[config.mk]
export PLATFORM = sky130hd
export DESIGN_NAME = alpha_mix_top
export DESIGN_NICKNAME = d
export VERILOG_FILES = /design/src/rtl/alpha_mix_pkg.sv /design/src/rtl/alpha_mix_channel.sv /design/src/rtl/alpha_mix_stage.sv /design/src/rtl/alpha_mix_top.sv
export SDC_FILE = /design/constraint.sdc
export NUM_CORES = 2
export LEC_CHECK = 0
export ABC_AREA = 1
export BUFFER_PORTS_ARGS = -buffer_cell sky130_fd_sc_hd__clkbuf_2
export CAP_MARGIN = 20
export CORE_ASPECT_RATIO = 0.7
export CORE_MARGIN = 2
export CORE_UTILIZATION = 42
export CTS_CLUSTER_DIAMETER = 40
export DETAILED_ROUTE_END_ITERATION = 10
export SLEW_MARGIN = 20
export SYNTH_ARGS = -nofsm -noshare
export SYNTH_HDL_FRONTEND = slang
export SYNTH_SLANG_ARGS = --single-unit
export TNS_END_PERCENT = 100
[constraint.sdc]
create_clock -name clk -period 29.1 [get_ports clk]
set_input_delay 0 -clock clk [delete_from_list [all_inputs] [get_ports clk]]
set_output_delay 0 -clock clk [all_outputs]
set_load 0.01 [all_outputs]
[src/rtl/alpha_mix_pkg.sv]
package alpha_mix_pkg;

    localparam int CH_W       = 8;
    localparam int NUM_CH     = 4;
    localparam int NUM_LAYERS = 2;
    localparam int SEL_W      = 4;
    localparam int PIX_W      = CH_W * NUM_CH;
    localparam int PROD_W     = 2 * CH_W + 1;

    typedef logic [CH_W-1:0] chan_t;

    // alpha in the low byte, red in the high byte
    typedef struct packed {
        chan_t red;
        chan_t green;
        chan_t blue;
        chan_t alpha;
    } pixel_t;

    typedef enum logic [SEL_W-1:0] {
        FAC_ZERO        = 4'b0000,
        FAC_ONE         = 4'b0001,
        FAC_SRC_A       = 4'b0010,
        FAC_GLB_A       = 4'b0011,
        FAC_SRC_X_GLB   = 4'b0100,
        FAC_INV_SRC     = 4'b0101,
        FAC_INV_GLB     = 4'b0110,
        FAC_INV_SRC_GLB = 4'b0111,
        FAC_DST_A       = 4'b1010,
        FAC_INV_DST     = 4'b1101
    } factor_e;

    typedef struct packed {
        logic              en;
        logic              force_ga;
        chan_t             galpha;
        logic [SEL_W-1:0]  src_sel;
        logic [SEL_W-1:0]  dst_sel;
    } layer_ctl_t;

    typedef struct packed {
        pixel_t     pix;
        layer_ctl_t ctl;
    } layer_in_t;

    // fractional product with 255 meaning 1.0, rounded
    function automatic chan_t frac_mul(chan_t a, chan_t b);
        logic [PROD_W-1:0] t;
        logic [PROD_W-1:0] u;
        t = PROD_W'(a) * PROD_W'(b) + PROD_W'(1 << (CH_W - 1));
        u = (t + (t >> CH_W)) >> CH_W;
        return u[CH_W-1:0];
    endfunction

    function automatic chan_t factor_pick(logic [SEL_W-1:0] sel,
                                          chan_t a_src, chan_t a_glb, chan_t a_dst);
        chan_t r;
        case (sel)
            FAC_ONE:         r = '1;
            FAC_SRC_A:       r = a_src;
            FAC_GLB_A:       r = a_glb;
            FAC_SRC_X_GLB:   r = frac_mul(a_src, a_glb);
            FAC_INV_SRC:     r = ~a_src;
            FAC_INV_GLB:     r = ~a_glb;
            FAC_INV_SRC_GLB: r = ~frac_mul(a_src, a_glb);
            FAC_DST_A:       r = a_dst;
            FAC_INV_DST:     r = ~a_dst;
            default:         r = '0;
        endcase
        return r;
    endfunction

    function automatic chan_t sat_add(chan_t x, chan_t y);
        logic [CH_W:0] s;
        s = {1'b0, x} + {1'b0, y};
        return s[CH_W] ? '1 : s[CH_W-1:0];
    endfunction

endpackage

[src/rtl/alpha_mix_channel.sv]
module alpha_mix_channel
    import alpha_mix_pkg::*;
(
    input  chan_t src_c,
    input  chan_t dst_c,
    input  chan_t fac_s,
    input  chan_t fac_d,
    output chan_t mix_c
);
    assign mix_c = sat_add(frac_mul(src_c, fac_s), frac_mul(dst_c, fac_d));
endmodule

[src/rtl/alpha_mix_stage.sv]
module alpha_mix_stage
    import alpha_mix_pkg::*;
#(
    parameter int IDX = 0
) (
    input  logic                        clk,
    input  logic                        rst,
    input  logic                        in_valid,
    input  pixel_t                      dst_pix,
    input  layer_in_t [NUM_LAYERS-1:0]  in_bundle,
    output logic                        out_valid,
    output pixel_t                      out_pix,
    output layer_in_t [NUM_LAYERS-1:0]  out_bundle
);
    layer_in_t         cur;
    chan_t             a_eff;
    chan_t             fs;
    chan_t             fd;
    logic [PIX_W-1:0]  src_vec;
    logic [PIX_W-1:0]  dst_vec;
    logic [PIX_W-1:0]  mix_vec;
    pixel_t            result;

    assign cur     = in_bundle[IDX];
    assign a_eff   = cur.ctl.force_ga ? cur.ctl.galpha : cur.pix.alpha;
    assign fs      = factor_pick(cur.ctl.src_sel, a_eff, cur.ctl.galpha, dst_pix.alpha);
    assign fd      = factor_pick(cur.ctl.dst_sel, a_eff, cur.ctl.galpha, dst_pix.alpha);
    assign src_vec = {cur.pix.red, cur.pix.green, cur.pix.blue, a_eff};
    assign dst_vec = dst_pix;

    for (genvar ch = 0; ch < NUM_CH; ch++) begin : g_ch
        alpha_mix_channel u_ch (
            .src_c (src_vec[ch*CH_W +: CH_W]),
            .dst_c (dst_vec[ch*CH_W +: CH_W]),
            .fac_s (fs),
            .fac_d (fd),
            .mix_c (mix_vec[ch*CH_W +: CH_W])
        );
    end

    assign result = cur.ctl.en ? pixel_t'(mix_vec) : dst_pix;

    always_ff @(posedge clk) begin
        if (rst) begin
            out_valid  <= 1'b0;
            out_pix    <= '0;
            out_bundle <= '0;
        end else begin
            out_valid <= in_valid;
            if (in_valid) begin
                out_pix    <= result;
                out_bundle <= in_bundle;
            end
        end
    end
endmodule

[src/rtl/alpha_mix_top.sv]
module alpha_mix_top
    import alpha_mix_pkg::*;
(
    input  logic        clk,
    input  logic        rst,
    input  logic        in_valid,
    input  logic [31:0] bg_color,
    input  logic [31:0] l0_pixel,
    input  logic        l0_en,
    input  logic        l0_force_ga,
    input  logic [7:0]  l0_galpha,
    input  logic [3:0]  l0_src_sel,
    input  logic [3:0]  l0_dst_sel,
    input  logic [31:0] l1_pixel,
    input  logic        l1_en,
    input  logic        l1_force_ga,
    input  logic [7:0]  l1_galpha,
    input  logic [3:0]  l1_src_sel,
    input  logic [3:0]  l1_dst_sel,
    output logic        out_valid,
    output logic [31:0] out_pixel
);
    layer_in_t [NUM_LAYERS-1:0] port_bun;
    logic                       chain_v   [NUM_LAYERS+1];
    pixel_t                     chain_pix [NUM_LAYERS+1];
    layer_in_t [NUM_LAYERS-1:0] chain_bun [NUM_LAYERS+1];

    assign port_bun[0] = {l0_pixel, l0_en, l0_force_ga, l0_galpha, l0_src_sel, l0_dst_sel};
    assign port_bun[1] = {l1_pixel, l1_en, l1_force_ga, l1_galpha, l1_src_sel, l1_dst_sel};

    // capture stage
    always_ff @(posedge clk) begin
        if (rst) begin
            chain_v[0]   <= 1'b0;
            chain_pix[0] <= '0;
            chain_bun[0] <= '0;
        end else begin
            chain_v[0] <= in_valid;
            if (in_valid) begin
                chain_pix[0] <= bg_color;
                chain_bun[0] <= port_bun;
            end
        end
    end

    for (genvar i = 0; i < NUM_LAYERS; i++) begin : g_layer
        alpha_mix_stage #(.IDX(i)) u_stage (
            .clk        (clk),
            .rst        (rst),
            .in_valid   (chain_v[i]),
            .dst_pix    (chain_pix[i]),
            .in_bundle  (chain_bun[i]),
            .out_valid  (chain_v[i+1]),
            .out_pix    (chain_pix[i+1]),
            .out_bundle (chain_bun[i+1])
        );
    end

    assign out_valid = chain_v[NUM_LAYERS];
    assign out_pixel = chain_pix[NUM_LAYERS];
endmodule

# Yosys cells after proc, flatten, opt, wreduce, memory -nomap -nowiden
# Cells that the tools add are included.
[classes] n_mux=16 eq_ne=36 addsub=44 mul=18 bitwise=8
[op_table] cell="adder 16 x 8 -> 17 bit (second input constant)" count=18
[op_table] cell="adder 16 x 9 -> 16 bit" count=18
[op_table] cell="multiplier 8 x 8 -> 16 bit" count=18
[op_table] cell="one-hot mux 8 bit (9 select lines)" count=4
[op_table] cell="two-way mux 8 bit" count=10
[op_table] cell="adder 8 x 8 -> 9 bit" count=8
[op_table] cell="== test 4 x 3 -> 1 bit (second input constant)" count=16
[op_table] cell="two-way mux 32 bit" count=2
[op_table] cell="NOT 8 bit" count=8
[op_table] cell="== test 4 x 2 -> 1 bit (second input constant)" count=8
[op_table] cell="== test 4 bit (second input constant)" count=8
[op_table] cell="== test 4 x 1 -> 1 bit (second input constant)" count=4
[totals] output_inout_bits=33 input_bits=135 reg_bits=249

# Logic depth before layout (Yosys ltp)
[logic_depth] ltp_word=12 depth_mapped=89

# By module
# A second synthesis with hierarchy kept.
[hier_totals] hier_cells=11240 hier_area_um2=72462.0
[by_module_without_submodules] module="alpha_mix_channel at g_layer[0].u_stage.g_ch[0].u_ch ..." n_inst=4 cells_each=981 seq_area_each_um2=0.0 area_per_inst_um2=6173.4
[by_module_without_submodules] module="alpha_mix_channel at g_layer[1].u_stage.g_ch[2].u_ch ..." n_inst=2 cells_each=983 seq_area_each_um2=0.0 area_per_inst_um2=6244.7
[by_module_without_submodules] module="alpha_mix_stage at g_layer[1].u_stage" n_inst=1 cells_each=1289 seq_area_each_um2=2662.6 area_per_inst_um2=8816.0
[by_module_without_submodules] module="alpha_mix_stage at g_layer[0].u_stage" n_inst=1 cells_each=1251 seq_area_each_um2=2662.6 area_per_inst_um2=8599.5
[by_module_without_submodules] module="alpha_mix_channel at g_layer[1].u_stage.g_ch[0].u_ch" n_inst=1 cells_each=993 seq_area_each_um2=0.0 area_per_inst_um2=6252.2
[by_module_without_submodules] module="alpha_mix_channel at g_layer[1].u_stage.g_ch[1].u_ch" n_inst=1 cells_each=978 seq_area_each_um2=0.0 area_per_inst_um2=6244.7
[by_module_without_submodules] module="alpha_mix_top" n_inst=1 cells_each=839 seq_area_each_um2=2662.6 area_per_inst_um2=5366.4

# Worst setup path after synthesis
# No wires, ideal clock.
[synth_path] path_kind="register -> register" start="reg chain_bun[216] (netlist bit)" end="reg g_layer[0].u_stage.out_pix[7] (netlist bit)" stages_incl_launch_ff=84 setup_ns=0.132 synth_period_minus_slack_ns=12.929 arrival_ns=12.796 path_slack_ns=16.171 cell_sequence="dfxtp_1 -> clkbuf_1 -> clkbuf_1 -> nor2_1 -> a21oi_1 -> buf_2 -> nand2_1 -> fa_1 -> fa_1 -> inv_1 -> fa_1 -> inv_1 -> fa_1 -> inv_1 -> ha_1 -> nand2_1 -> inv_1 -> nand2_1 -> [... 48 more ...] -> o21ai_0 -> a21oi_1 -> inv_1 -> nor2_1 -> nand4_1 -> nand2_1 -> xor2_1 -> fa_1 -> a21oi_1 -> o21bai_1 -> a21oi_1 -> o21bai_1 -> nand2_1 -> a21oi_1 -> nor3_1 -> nand2_1 -> o221ai_1 -> a21oi_1"
[synth_via] elab_chain_len=12 word_cells_on_any_way=17 cone_classes="add/sub (7); mul (3); mux (5); bitwise (2)"
[synth_lines] item="start, declared" line_no="alpha_mix_top.sv:26" rtl="layer_in_t [NUM_LAYERS-1:0] chain_bun [NUM_LAYERS+1];"
[synth_lines] item="two-way mux 8 bit (*)" line_no="alpha_mix_stage.sv:25" rtl="assign a_eff = cur.ctl.force_ga ? cur.ctl.galpha : cur.pix.alpha;"
[synth_lines] item="multiplier 8 x 8 -> 16 bit" line_no="alpha_mix_pkg.sv:50" rtl="t = PROD_W'(a) * PROD_W'(b) + PROD_W'(1 << (CH_W - 1));"
[synth_lines] item="adder 16 x 8 -> 17 bit" line_no="alpha_mix_pkg.sv:50"
[synth_lines] item="adder 16 x 9 -> 16 bit" line_no="alpha_mix_pkg.sv:51" rtl="u = (t + (t >> CH_W)) >> CH_W;"
[synth_lines] item="NOT 8 bit" line_no="alpha_mix_pkg.sv:65" rtl="FAC_INV_SRC_GLB: r = ~frac_mul(a_src, a_glb);"
[synth_lines] item="one-hot mux 8 bit (9 select lines)" line_no="alpha_mix_pkg.sv:58" rtl="case (sel)"
[synth_lines] item="multiplier 8 x 8 -> 16 bit" line_no="alpha_mix_pkg.sv:50"
[synth_lines] item="adder 16 x 8 -> 17 bit" line_no="alpha_mix_pkg.sv:50"
[synth_lines] item="adder 16 x 9 -> 16 bit" line_no="alpha_mix_pkg.sv:51"
[synth_lines] item="adder 8 x 8 -> 9 bit (*)" line_no="alpha_mix_pkg.sv:75" rtl="s = {1'b0, x} + {1'b0, y};"
[synth_lines] item="two-way mux 8 bit (*)" line_no="alpha_mix_pkg.sv:76" rtl="return s[CH_W] ? '1 : s[CH_W-1:0];"
[synth_lines] item="two-way mux 32 bit (*)" line_no="alpha_mix_stage.sv:41" rtl="assign result = cur.ctl.en ? pixel_t'(mix_vec) : dst_pix;"
[synth_lines] item="end signal, assigned" line_no="alpha_mix_stage.sv:51" rtl="out_pix <= result;"
[synth_lines] item="end, declared" line_no="alpha_mix_stage.sv:12" rtl="output pixel_t out_pix,"
# Mark *: on every way between the ends. The rest lies on a longest branch, timed or not.
# A chain may end at the register's enable or synchronous reset.

# Worst setup path in the final report
[layout_path] start="reg g_layer[0].u_stage.out_bundle[64] (netlist bit)" end="reg g_layer[1].u_stage.out_pix[14] (netlist bit)"
[layout_via] elab_chain_len=12 word_cells_on_any_way=18 cone_classes="add/sub (7); mul (3); mux (5); bitwise (3)"
[layout_lines] item="start, declared" line_no="alpha_mix_stage.sv:13" rtl="output layer_in_t [NUM_LAYERS-1:0] out_bundle"
[layout_lines] item="start signal, assigned" line_no="alpha_mix_stage.sv:52" rtl="out_bundle <= in_bundle;"
[layout_lines] item="two-way mux 8 bit" line_no="alpha_mix_stage.sv:25"
[layout_lines] item="multiplier 8 x 8 -> 16 bit" line_no="alpha_mix_pkg.sv:50"
[layout_lines] item="adder 16 x 8 -> 17 bit" line_no="alpha_mix_pkg.sv:50"
[layout_lines] item="adder 16 x 9 -> 16 bit" line_no="alpha_mix_pkg.sv:51"
[layout_lines] item="NOT 8 bit" line_no="alpha_mix_pkg.sv:65"
[layout_lines] item="one-hot mux 8 bit (9 select lines)" line_no="alpha_mix_pkg.sv:58"
[layout_lines] item="multiplier 8 x 8 -> 16 bit" line_no="alpha_mix_pkg.sv:50"
[layout_lines] item="adder 16 x 8 -> 17 bit" line_no="alpha_mix_pkg.sv:50"
[layout_lines] item="adder 16 x 9 -> 16 bit" line_no="alpha_mix_pkg.sv:51"
[layout_lines] item="adder 8 x 8 -> 9 bit (*)" line_no="alpha_mix_pkg.sv:75"
[layout_lines] item="two-way mux 8 bit (*)" line_no="alpha_mix_pkg.sv:76"
[layout_lines] item="two-way mux 32 bit (*)" line_no="alpha_mix_stage.sv:41"
[layout_lines] item="end signal, assigned" line_no="alpha_mix_stage.sv:51"
[layout_lines] item="end, declared" line_no="alpha_mix_stage.sv:12"
# Marks and branches as above.

==> metrics.cfg <==
[run]
drv_cap=0

[synth]
synth.distinct_cells=58
yosysWarnings=0
syn_nets=11500
ys_seq_area_share_pct=7.69
synth.ff_latch_count=249
syn-cell-area_sq_um=64900
synth_edf_count=0
synthCells=9740
synthArstFlopShare_pct=0
ys_dominant_reg_cell=dfxtp_1
syn_area_per_cell_sq_um=6.66

[grt]
grt_pass1_wl_mm=327
antenna_found_initial=4
grt_max_degree=114
grt_util_all_layers_pct=25.8
grt_pass1_vias=59900
overflow=0

[power]
p_leak_nw=43.2
peakVddDrop_mv=0.0539
p_per_area_nw_per_um2=31.2

[critical_path]
cpMaxStageDelayCell=a21oi_2
cp-end-kind=register
cpMostUsedCell=nand2_1
critPathArrivalTime_ps=16370
max_stage_delay_ps=730
crit_type=register to register
cp.required_ps=29600
crit_fanout=32
start_kind=register

[detailed_routing]
dr.first_iter.drc_count=4979
post_drt_wl_per_cell_um=17.0
dr.pass1.iters=6
routed_wl_mm=203
post-route-drc-count=0
ant_nets=0
viasPerCell=5.06
vias=60600

[placed_design]
dp_slack_ps=13400
place_hpwl_mm=162
gp_congestion=0.983
port_buffers=167

[clock_tree]
cts_buffers=54
clk_pin_slew_ps=60
htree_levels=2
postCtsSetupBuffers=0
cts_buffer_depth=3
clock_latency_ps=720
cts_root_buf=clkbuf_16
tritoncts=yes
clkSinkCount=249

[die]
rows=120
die_h_um=333
core_sq_um=153000
start_util_pct=42.3
die_area_sq_um=158000
die_x_um=474
io_pins=168

[finish]
area_delta_synth_final_pct=9.85
fin_util_pct=46.5
layout-drive-gt1-share_pct=4.58
nets=11700

[timing]
worst_slack_ps=13230
max_clock_freq_ghz=0.0630
hold_viol_final=0
maxSlewHeadroom_pct=29.0
maxSlewViolCount=0
min_period_ps=15870
skew_ps=67.3
rsz0062_at_grt=false
setup_tns_ps=0
timing.final.crit_share_pct=54.5
tightest_slew_ps=1060
setup_viol=0

[outcome]
status=complete, no violations

[min_path]
hold_class=input port to register

## sequential cells by signal, indices dropped and copies added, names as in the netlist
signal                      count
chain_v                         1
g_layer.u_stage.out_valid       2
chain_bun                     100
g_layer.u_stage.out_bundle     50
g_layer.u_stage.out_pix        64
chain_pix                      32
## final timing paths
kind                                                   from                                              to  slack [ps]  cells past startpoint
max          g_layer[0].u_stage.out_bundle[64]$_SDFFE_PP0P_     g_layer[1].u_stage.out_pix[14]$_SDFFE_PP0P_       13230                     76
min                                            l0_pixel[20]                     chain_bun[238]$_SDFFE_PP0P_          80                      4
max reg2reg  g_layer[0].u_stage.out_bundle[64]$_SDFFE_PP0P_     g_layer[1].u_stage.out_pix[14]$_SDFFE_PP0P_       13230                     76
min reg2reg                     chain_bun[274]$_SDFFE_PP0P_  g_layer[0].u_stage.out_bundle[74]$_SDFFE_PP0P_         460                      2
## metal layers
| metal | GRT usage [%] | vias to the layer above | wire (um) |
|---|---|---|---|
| li1 | - | 29800 | - |
| met1 | 39.0 | 28700 | 101000 |
| met2 | 38.6 | 1849 | 83400 |
| met3 | 3.92 | 192 | 15300 |
| met4 | 5.00 | 6 | 3470 |
| met5 | 0 | - | 37 |
## cells by family after synthesis
family / after synthesis / share of synthesized area [%]
and+or+nand+nor: 3664 / 22.9
buffers and inverters: 2834 / 17.1
adders and majority gates: 1616 / 39.0
AOI/OAI and AO/OA: 1119 / 9.86
xor gates and xnor gates: 258 / 3.51
DFF: 249 / 7.69
## metrics by stage
| stage | hold WS (ps) | instance area (sq um) | power [mW] | instances |
|---|---|---|---|---|
| 2_1_floorplan | 140 | 64900 | 1.15 | 9740 |
| 3_3_place_gp | 235 | 67000 | 1.49 | 11600 |
| 3_5_place_dp | 242 | 67000 | 1.50 | 11600 |
| 4_1_cts | 6.69 | 71200 | 2.22 | 12000 |
| 5_1_grt | 59.0 | 71200 | 2.39 | 12000 |
| 6_report | 75.5 | 71200 | 2.22 | 12000 |
## cells in the mapped netlist, types with 63 or more instances
cell type / number / area (sq um)
a211oi_1: 81 / 608
nor2_1: 691 / 2590
a21oi_1: 587 / 2940
nand2_1: 2380 / 8930
nand3_1: 320 / 1600
nor3_1: 86 / 430
o21ai_0: 218 / 1090
o21bai_1: 63 / 473
clkbuf_1: 134 / 503
fa_1: 674 / 13500
inv_1: 2447 / 9190
ha_1: 942 / 11800
xor2_1: 212 / 1860
buf_2: 134 / 671
dfxtp_1: 249 / 4980
## power by group
part           internal [mW]  switching (mW)  total (mW)
logic                  0.367           0.775        1.14
clock network          0.407           0.273       0.680
registers              0.359          0.0413       0.401
## critical path: cells and delay by family (launching register included)
kind                     cells  cell delay, ps
adder cells (fa/ha/maj)     14            5910
AND/OR/NAND/NOR             27            3530
AO/OA/AOI/OAI               17            3260
buffers and inverters       17            2180
flip-flops                   1             510
XOR/XNOR                     1             240
## layout by cell type, fill, tap and decap left out, drive strengths merged, types with 10 or more instances in the layout
| master | netlist | final |
|---|---|---|
| inv | 2464 | 2479 |
| nand2 | 2411 | 2411 |
| ha | 942 | 942 |
| nor2 | 696 | 696 |
| fa | 674 | 674 |
| a21oi | 591 | 591 |
| nand3 | 334 | 334 |
| dfxtp | 249 | 249 |
| o21ai | 229 | 229 |
| dlygate4sd3 | 0 | 225 |
| clkbuf | 134 | 225 |
| xor2 | 214 | 214 |
| nor3 | 86 | 86 |
| a211oi | 81 | 81 |
| buf | 222 | 76 |
| o21bai | 63 | 63 |
| nand4 | 58 | 58 |
| xnor2 | 44 | 44 |
| o22ai | 34 | 34 |
| clkinv | 14 | 32 |
| or2 | 28 | 28 |
| o211ai | 26 | 26 |
| o221ai | 17 | 17 |
| nand3b | 15 | 15 |
| and3 | 14 | 14 |
| a21o | 13 | 13 |
| o41ai | 13 | 13 |
| a2111oi | 13 | 13 |
| a31oi | 10 | 10 |
| nor4 | 10 | 10 |
## final cells by class
cell class	count	area [sq um]
Fill cell	15600	81900
Multi-Input combinational cell	6657	48800
Clock buffer	60	1400
Antenna cell	1	2.50
Clock inverter	41	562
Inverter	2478	9310
Timing Repair Buffer	466	3660
Tap cell	2013	2520
Sequential cell	249	4980
## repair_timing
action / in CTS / in global routing
endpoints found under the hold margin: 196 / 0
hold buffers: 225 / 0
gates resized for setup: 0 / 0
No activity file was read; power rests on OpenSTA's default activity.
